==> config.mk <==
export PLATFORM = sky130hd
export DESIGN_NAME = crt_timing_gen
export DESIGN_NICKNAME = d
export VERILOG_FILES = /design/src/rtl/crt_pkg.sv /design/src/rtl/crt_regs.sv /design/src/rtl/crt_axis.sv /design/src/rtl/crt_timing_gen.sv
export SDC_FILE = /design/constraint.sdc
export NUM_CORES = 1
export LEC_CHECK = 0
export BUFFER_PORTS_ARGS = -buffer_cell sky130_fd_sc_hd__buf_2
export CAP_MARGIN = 20
export CORE_ASPECT_RATIO = 0.6
export CORE_MARGIN = 2
export CORE_UTILIZATION = 60
export CTS_CLUSTER_SIZE = 30
export DETAILED_ROUTE_END_ITERATION = 16
export PLACE_DENSITY = 0.81
export SYNTH_ARGS = -nofsm -noshare
export SYNTH_HDL_FRONTEND = slang
export SYNTH_SLANG_ARGS = --single-unit
==> constraint.sdc <==
create_clock -name clk_i -period 3.1 [get_ports clk_i]
set_input_delay 0.31 -clock clk_i [delete_from_list [all_inputs] [get_ports clk_i]]
set_output_delay 0.31 -clock clk_i [all_outputs]
set_load 0.05 [all_outputs]
==> src/rtl/crt_pkg.sv <==
package crt_pkg;
  localparam int DATA_W = 8;
  localparam int H_W    = 8;
  localparam int V_W    = 10;
  localparam int HI_W   = V_W - DATA_W;

  // compare slot order, shared by both axes
  localparam int CMP_TOTAL = 0;
  localparam int CMP_DE    = 1;
  localparam int CMP_BS    = 2;
  localparam int CMP_BE    = 3;
  localparam int CMP_SS    = 4;
  localparam int CMP_SE    = 5;
  localparam int NUM_CMP   = 6;

  localparam logic [DATA_W-1:0] IDX_H_BASE  = 8'h00;
  localparam logic [DATA_W-1:0] IDX_VLO     = 8'h06;
  localparam logic [DATA_W-1:0] IDX_VHI     = 8'h0C;
  localparam logic [DATA_W-1:0] IDX_TIM_END = 8'h0E;
  localparam logic [DATA_W-1:0] IDX_CTRL    = 8'h11;
  localparam logic [DATA_W-1:0] IDX_PITCH   = 8'h13;
  localparam logic [DATA_W-1:0] IDX_COLOR   = 8'h14;
  localparam int                LOCK_BIT    = 7;

  typedef logic [NUM_CMP-1:0][H_W-1:0] h_cmp_t;
  typedef logic [NUM_CMP-1:0][V_W-1:0] v_cmp_t;

  // slot [0] rightmost: total, de, bs, be, ss, se
  localparam h_cmp_t H_DEF = {8'd96, 8'd84, 8'd99, 8'd81, 8'd80, 8'd100};
  localparam v_cmp_t V_DEF = {10'd498, 10'd489, 10'd516, 10'd487, 10'd480, 10'd525};
  localparam logic [DATA_W-1:0] PITCH_DEF = 8'd80;
  localparam logic [DATA_W-1:0] COLOR_DEF = 8'd0;
endpackage

==> src/rtl/crt_regs.sv <==
module crt_regs
  import crt_pkg::*;
(
  input  logic              clk_i,
  input  logic              rst_ni,
  input  logic              we_i,
  input  logic [15:0]       wdata_i,
  output h_cmp_t            h_cmp_o,
  output v_cmp_t            v_cmp_o,
  output logic [DATA_W-1:0] pitch_o,
  output logic [DATA_W-1:0] color_o
);
  logic [DATA_W-1:0] idx, dat;
  h_cmp_t            h_q;
  v_cmp_t            v_q;
  logic              lock_q;
  logic [DATA_W-1:0] pitch_q, color_q;
  logic              tim_wr;

  assign idx    = wdata_i[DATA_W-1:0];
  assign dat    = wdata_i[15:DATA_W];
  assign tim_wr = we_i && !lock_q;

  always_ff @(posedge clk_i or negedge rst_ni) begin
    if (!rst_ni) begin
      h_q     <= H_DEF;
      v_q     <= V_DEF;
      lock_q  <= 1'b0;
      pitch_q <= PITCH_DEF;
      color_q <= COLOR_DEF;
    end else if (we_i) begin
      for (int k = 0; k < NUM_CMP; k++) begin
        if (tim_wr && idx == DATA_W'(IDX_H_BASE + k)) h_q[k] <= dat;
        if (tim_wr && idx == DATA_W'(IDX_VLO + k)) v_q[k][DATA_W-1:0] <= dat;
        // two high fields per byte: even slot in [1:0], odd slot in [5:4]
        if (tim_wr && idx == DATA_W'(IDX_VHI + k / 2))
          v_q[k][V_W-1:DATA_W] <= dat[(k % 2) * 4 +: HI_W];
      end
      if (idx == IDX_CTRL)  lock_q  <= dat[LOCK_BIT];
      if (idx == IDX_PITCH) pitch_q <= dat;
      if (idx == IDX_COLOR) color_q <= dat;
    end
  end

  assign h_cmp_o = h_q;
  assign v_cmp_o = v_q;
  assign pitch_o = pitch_q;
  assign color_o = color_q;

  p_lock_hold_r9: assert property (@(posedge clk_i) disable iff (!rst_ni)
    (lock_q && we_i && idx <= IDX_TIM_END) |=> ($stable(h_q) && $stable(v_q)));
  p_ctrl_open_r9: assert property (@(posedge clk_i) disable iff (!rst_ni)
    (we_i && idx == IDX_CTRL) |=> (lock_q == $past(dat[LOCK_BIT])));
  p_no_write_r8: assert property (@(posedge clk_i) disable iff (!rst_ni)
    !we_i |=> ($stable(h_q) && $stable(v_q) && $stable(pitch_q) && $stable(color_q)));
endmodule

==> src/rtl/crt_axis.sv <==
module crt_axis
  import crt_pkg::*;
#(
  parameter int W = 8
) (
  input  logic                         clk_i,
  input  logic                         rst_ni,
  input  logic                         adv_i,
  input  logic [NUM_CMP-1:0][W-1:0]    cmp_i,
  output logic [W-1:0]                 cnt_o,
  output logic                         wrap_o,
  output logic                         active_o,
  output logic                         blank_o,
  output logic                         sync_o
);
  logic [W-1:0] cnt_q;
  logic [W:0]   nxt;
  logic         at_end;

  assign nxt    = {1'b0, cnt_q} + (W+1)'(1);
  // >= so that a lowered total never lets the count run on
  assign at_end = nxt >= {1'b0, cmp_i[CMP_TOTAL]};
  assign wrap_o = adv_i && at_end;

  always_ff @(posedge clk_i or negedge rst_ni) begin
    if (!rst_ni)    cnt_q <= '0;
    else if (adv_i) cnt_q <= at_end ? '0 : nxt[W-1:0];
  end

  assign cnt_o    = cnt_q;
  assign active_o = cnt_q < cmp_i[CMP_DE];
  assign blank_o  = (cnt_q >= cmp_i[CMP_BS]) && (cnt_q < cmp_i[CMP_BE]);
  assign sync_o   = (cnt_q >= cmp_i[CMP_SS]) && (cnt_q < cmp_i[CMP_SE]);

  p_hold_r3: assert property (@(posedge clk_i) disable iff (!rst_ni)
    !adv_i |=> $stable(cnt_q));
  p_wrap_zero_r3: assert property (@(posedge clk_i) disable iff (!rst_ni)
    wrap_o |=> (cnt_q == '0));
  p_no_overrun_r10: assert property (@(posedge clk_i) disable iff (!rst_ni)
    (adv_i && cnt_q >= cmp_i[CMP_TOTAL]) |=> (cnt_q == '0));
endmodule

==> src/rtl/crt_timing_gen.sv <==
module crt_timing_gen
  import crt_pkg::*;
#(
  parameter int DOTS_PER_CHAR = 8,
  localparam int DOT_W = $clog2(DOTS_PER_CHAR)
) (
  input  logic              clk_i,
  input  logic              rst_ni,
  input  logic              reg_we_i,
  input  logic [15:0]       reg_wdata_i,
  output logic              disp_en_o,
  output logic              border_o,
  output logic              blank_o,
  output logic              hsync_o,
  output logic              vsync_o,
  output logic [DOT_W-1:0]  dot_o,
  output logic [H_W-1:0]    char_o,
  output logic [V_W-1:0]    line_o,
  output logic [DATA_W-1:0] pitch_o,
  output logic [DATA_W-1:0] border_color_o
);
  h_cmp_t           h_cmp;
  v_cmp_t           v_cmp;
  logic [DOT_W-1:0] dot_q;
  logic             dot_last;
  logic             h_wrap, v_wrap;
  logic             h_act, v_act, h_blank, v_blank;

  crt_regs u_regs (
    .clk_i   (clk_i),
    .rst_ni  (rst_ni),
    .we_i    (reg_we_i),
    .wdata_i (reg_wdata_i),
    .h_cmp_o (h_cmp),
    .v_cmp_o (v_cmp),
    .pitch_o (pitch_o),
    .color_o (border_color_o)
  );

  assign dot_last = dot_q == DOT_W'(DOTS_PER_CHAR - 1);

  always_ff @(posedge clk_i or negedge rst_ni) begin
    if (!rst_ni)       dot_q <= '0;
    else if (dot_last) dot_q <= '0;
    else               dot_q <= dot_q + DOT_W'(1);
  end

  crt_axis #(.W(H_W)) u_h_axis (
    .clk_i    (clk_i),
    .rst_ni   (rst_ni),
    .adv_i    (dot_last),
    .cmp_i    (h_cmp),
    .cnt_o    (char_o),
    .wrap_o   (h_wrap),
    .active_o (h_act),
    .blank_o  (h_blank),
    .sync_o   (hsync_o)
  );

  crt_axis #(.W(V_W)) u_v_axis (
    .clk_i    (clk_i),
    .rst_ni   (rst_ni),
    .adv_i    (h_wrap),
    .cmp_i    (v_cmp),
    .cnt_o    (line_o),
    .wrap_o   (v_wrap),
    .active_o (v_act),
    .blank_o  (v_blank),
    .sync_o   (vsync_o)
  );

  assign disp_en_o = h_act && v_act;
  assign blank_o   = h_blank || v_blank;
  assign border_o  = !disp_en_o && !blank_o;
  assign dot_o     = dot_q;

  p_dot_wrap_r2: assert property (@(posedge clk_i) disable iff (!rst_ni)
    dot_last |=> (dot_q == '0));
  p_dot_step_r2: assert property (@(posedge clk_i) disable iff (!rst_ni)
    !dot_last |=> (dot_q == $past(dot_q) + DOT_W'(1)));
  p_char_cell_r2: assert property (@(posedge clk_i) disable iff (!rst_ni)
    (dot_q != '0) |-> $stable(char_o));
  p_frame_wrap_r3: assert property (@(posedge clk_i) disable iff (!rst_ni)
    v_wrap |=> (line_o == '0 && char_o == '0));
endmodule

==> reports/qor.log <==
qor: place.portBuffers 60
qor: run.drv_cap 0
qor: cells_and_area.multi_input_comb_area 4167 µm²
qor: cells_and_area.post_route_cells_drive_above_1_share 28.08%
qor: timing.setup_total_negative_slack 0 ns
qor: logic_synthesis.synthesis.area_per_instance 10.28 µm²
qor: logic_synthesis.ys_async_sr_fraction 100.0%
qor: detailed_routing.drt_wl_total 20.35 mm
qor: logic_synthesis.synth_top_cells_by_area dfrtp_1 (29%), ha_1 (16%), dfstp_2 (15%), mux2_2 (6.6%), o21ai_0 (5.0%)
qor: cells_and_area.mostFrequentLayoutCells ha_1 (106), inv_1 (104), dfrtp_1 (90)
qor: timing.finalHoldViolCount 0
qor: timing.timing.final.crit_period 2.967 ns
qor: setup_path.setup.worst_path.end_class output pin
qor: setup_path.critical_path.cell_chain ha_1, a21o_1, a21o_1, a2111oi_2, o21ai_1, a41oi_4, clkbuf_4
qor: place.place_ws 0.2121 ns
qor: logic_synthesis.synth_fp_nets 936
qor: setup_path.timing.critical_path.mode_cell a21o_1
qor: cells_and_area.layout-area-overhead-vs-synth 15.34%
qor: setup_path.critPathLaunch u_v_axis.cnt_o[7]$_DFFE_PN0P_
qor: setup_path.worstSetupStartpointType register
qor: power_and_ir_drop.static-leakage-power 5.233 nW
qor: cells_and_area.post_layout_inst_area 9617 µm²
qor: clocking.cts_inserted_buffers 17
qor: timing.final_slew_violations 0
qor: cells_and_area.seq_area 3724 µm²
qor: clocking.ctsHtreeMaxLevel 4
qor: cells_and_area.most_common_cell_after_layout_fill_and_taps_aside ha_1
qor: setup_path.worst_reg2reg_path_endpoint u_h_axis.cnt_o[2]$_DFFE_PN0P_
qor: cells_and_area.fillers 972
qor: floorplanning.io_pins 61
qor: timing.setup_viol 0
qor: global_route.overflow 0
qor: global_route.grt_pass1_wl 32.71 mm
qor: timing.tightest_slew 0.5575 ns
qor: setup_path.rr_startpoint u_h_axis.cnt_o[1]$_DFFE_PN0P_
qor: clocking.tritoncts done
qor: clocking.clk_path_buf_depth 2
qor: floorplanning.die_h 95.31 µm
qor: setup_path.timing.reg2reg.worst_path_depth 11
qor: clocking.cts.reportedPaths.clkPinSlew 0.07 ns
qor: run_status.outcome complete, no violations
qor: setup_path.setup.worst_path.end disp_en_o
qor: logic_synthesis.yosys_most_used_dff dfrtp_1
qor: timing.grt_setup_unrepaired true
qor: setup_path.worstSetupPathType register to output pin
qor: global_route.grt_util_all_layers 29.35%
qor: logic_synthesis.synth.top_cell.area_share 29.41%
qor: logic_synthesis.synth.largest_area_cell dfrtp_1
qor: global_route.grt_start_max_net_pins 63
qor: power_and_ir_drop.irDropWorstVdd 0.4322 mV
qor: setup_path.critPathSlowestCell dfrtp_2
qor: floorplanning.die_area 14890 µm²
qor: setup_path.reg2reg_slack 0.15 ns
qor: detailed_routing.drt-wirelength-per-cell 18.79 µm
qor: global_route.first_global_vias 6171
qor: global_route.antenna_found_initial 0
qor: timing.clock-skew-final 0.006884 ns
qor: place.place_hpwl 13.73 mm
qor: detailed_routing.first_pass_iters 5
qor: timing.finalHoldWorstSlack 0.3113 ns
qor: floorplanning.placementRows 33
qor: clocking.clockRootBuffer clkbuf_16
qor: timing.layout_worst_path_cycle_share 95.72%
qor: place.finalWeightedCongestion 0.8543
qor: clocking.clock_insertion_delay_at_the_later_pin_of_the_skew_report 0.42 ns
qor: logic_synthesis.post_synth_instance_area 8338 µm²
qor: logic_synthesis.post_synth_edffs 0
qor: setup_path.timing.critical_path.slowest_cell_delay 0.51 ns
qor: timing.setup_ws 0.1327 ns
qor: logic_synthesis.yosysWarnings 0
qor: place.placed_cell_area 9002 µm²
qor: floorplanning.chipWidth 156.2 µm
qor: clocking.clock_sinks 146
qor: logic_synthesis.number_of_instances_in_the_synthesized_netlist 811
qor: floorplanning.core_area 13630 µm²
qor: detailed_routing.vias 6300
qor: detailed_routing.drt_first_iter_violations 495
qor: power_and_ir_drop.p_total 5.420 mW
qor: detailed_routing.drt-vias-per-instance 5.817
qor: cells_and_area.nNetsFinal 1020
qor: floorplanning.floorplan.initialDensity 61.19%
qor: detailed_routing.drc_errors 0
qor: logic_synthesis.synth_cell_types 57
qor: logic_synthesis.postSynthRegisterBits 146
qor: power_and_ir_drop.power-per-cell-area 563.6 nW/µm²
qor: worst_hold_path.worst_hold_path_type input pin to register
qor: detailed_routing.antenna_left 0
qor: setup_path.cp_max_fo 11
qor: timing.max_slew_margin 62.83%
qor: timing.clock.fmax 337.0 MHz
qor: cells_and_area.number_of_antenna_cells_inserted 0
qor: setup_path.cp.required 2.79 ns
qor: logic_synthesis.synth_sequential_area_ratio 44.54%
qor: setup_path.crit_arrival 2.66 ns
-- metrics by stage --
step / util (%) / instances
3_3_place_gp: 66.07 / 1048
6_report: 70.58 / 1083
2_1_floorplan: - / 811
3_5_place_dp: 66.07 / 1048
4_1_cts: 70.29 / 1081
5_1_grt: 70.58 / 1083
-- critical path, delay by kind of cell, from the launching register on --
family / cells / cell delay, ns
DFF: 1 / 0.51
AOI/OAI and AO/OA: 5 / 1.10
buffers and inverters: 1 / 0.27
adders and majority gates: 1 / 0.35
-- state kept, by name, summed over array words and instances (netlist names) --
name / flops
u_v_axis.cnt_o: 10
u_regs.color_o: 8
u_regs.h_cmp_o: 48
u_regs.v_cmp_o: 60
u_h_axis.cnt_o: 8
u_regs.pitch_o: 8
dot_o: 3
u_regs.lock_q: 1
-- timing repair --
item,in CTS,in global routing
setup buffers,0,2
endpoints found under the setup margin,2,10
gates resized for setup,2,11
hold buffers,1,0
pin swaps,0,1
hold endpoints to repair,41,0
-- synthesized netlist by cell type (all sizes together), types with 9 or more instances --
cell and number:
nor2 20, clkbuf 14, inv 104, nand2b 17
dfrtp 98, nand2 90, nand3 13, nor3 9
buf 11, dfstp 48, a21oi 22, mux2 57
ha 106, a21o 20, o21ai 85
-- area by class of cell --
type	count	share of cell area [%]
clock buffers	17	4.424
clock inverters	15	1.431
inverters	104	4.059
multi-input cells	536	43.33
flip-flops and latches	146	38.72
well taps	175	2.277
repair buffers	90	5.764
-- logic make-up after synthesis --
logic type	share of synthesized area (%)
compound gates	13.40
flops	44.54
buf+inv	6.047
xor+xnor	1.366
simple gates	10.56
fa+ha+maj	15.91
mux	8.178
-- report_power, final --
part	switching, mW	internal [mW]	leakage (nW)
registers	0.0670	2.08	1.67
clock network	0.915	1.07	0.282
logic	0.849	0.444	3.28
-- how the worst min path moves through the flow --
stage               depth (start not counted)                        endpoint       startpoint
floorplan                                   0              dot_o[0]$_DFF_PN0_           rst_ni
global placement                            1  u_regs.h_cmp_o[35]$_DFFE_PN0P_           rst_ni
detailed placement                          1  u_regs.h_cmp_o[35]$_DFFE_PN0P_           rst_ni
CTS                                         3  u_regs.h_cmp_o[46]$_DFFE_PN1P_  reg_wdata_i[14]
global route                                3  u_regs.v_cmp_o[47]$_DFFE_PN1P_  reg_wdata_i[15]
finish                                      3   u_regs.v_cmp_o[2]$_DFFE_PN1P_  reg_wdata_i[10]
-- per-layer routing --
| layer | track usage (%) | part of all wire (%) |
|---|---|---|
| met4 | 10.55 | 2.3 |
| met2 | 45.21 | 44 |
| met3 | 6.273 | 6.4 |
| met5 | 0 | 0 |
| met1 | 41.54 | 47 |
(Power assumes the default switching activity.)
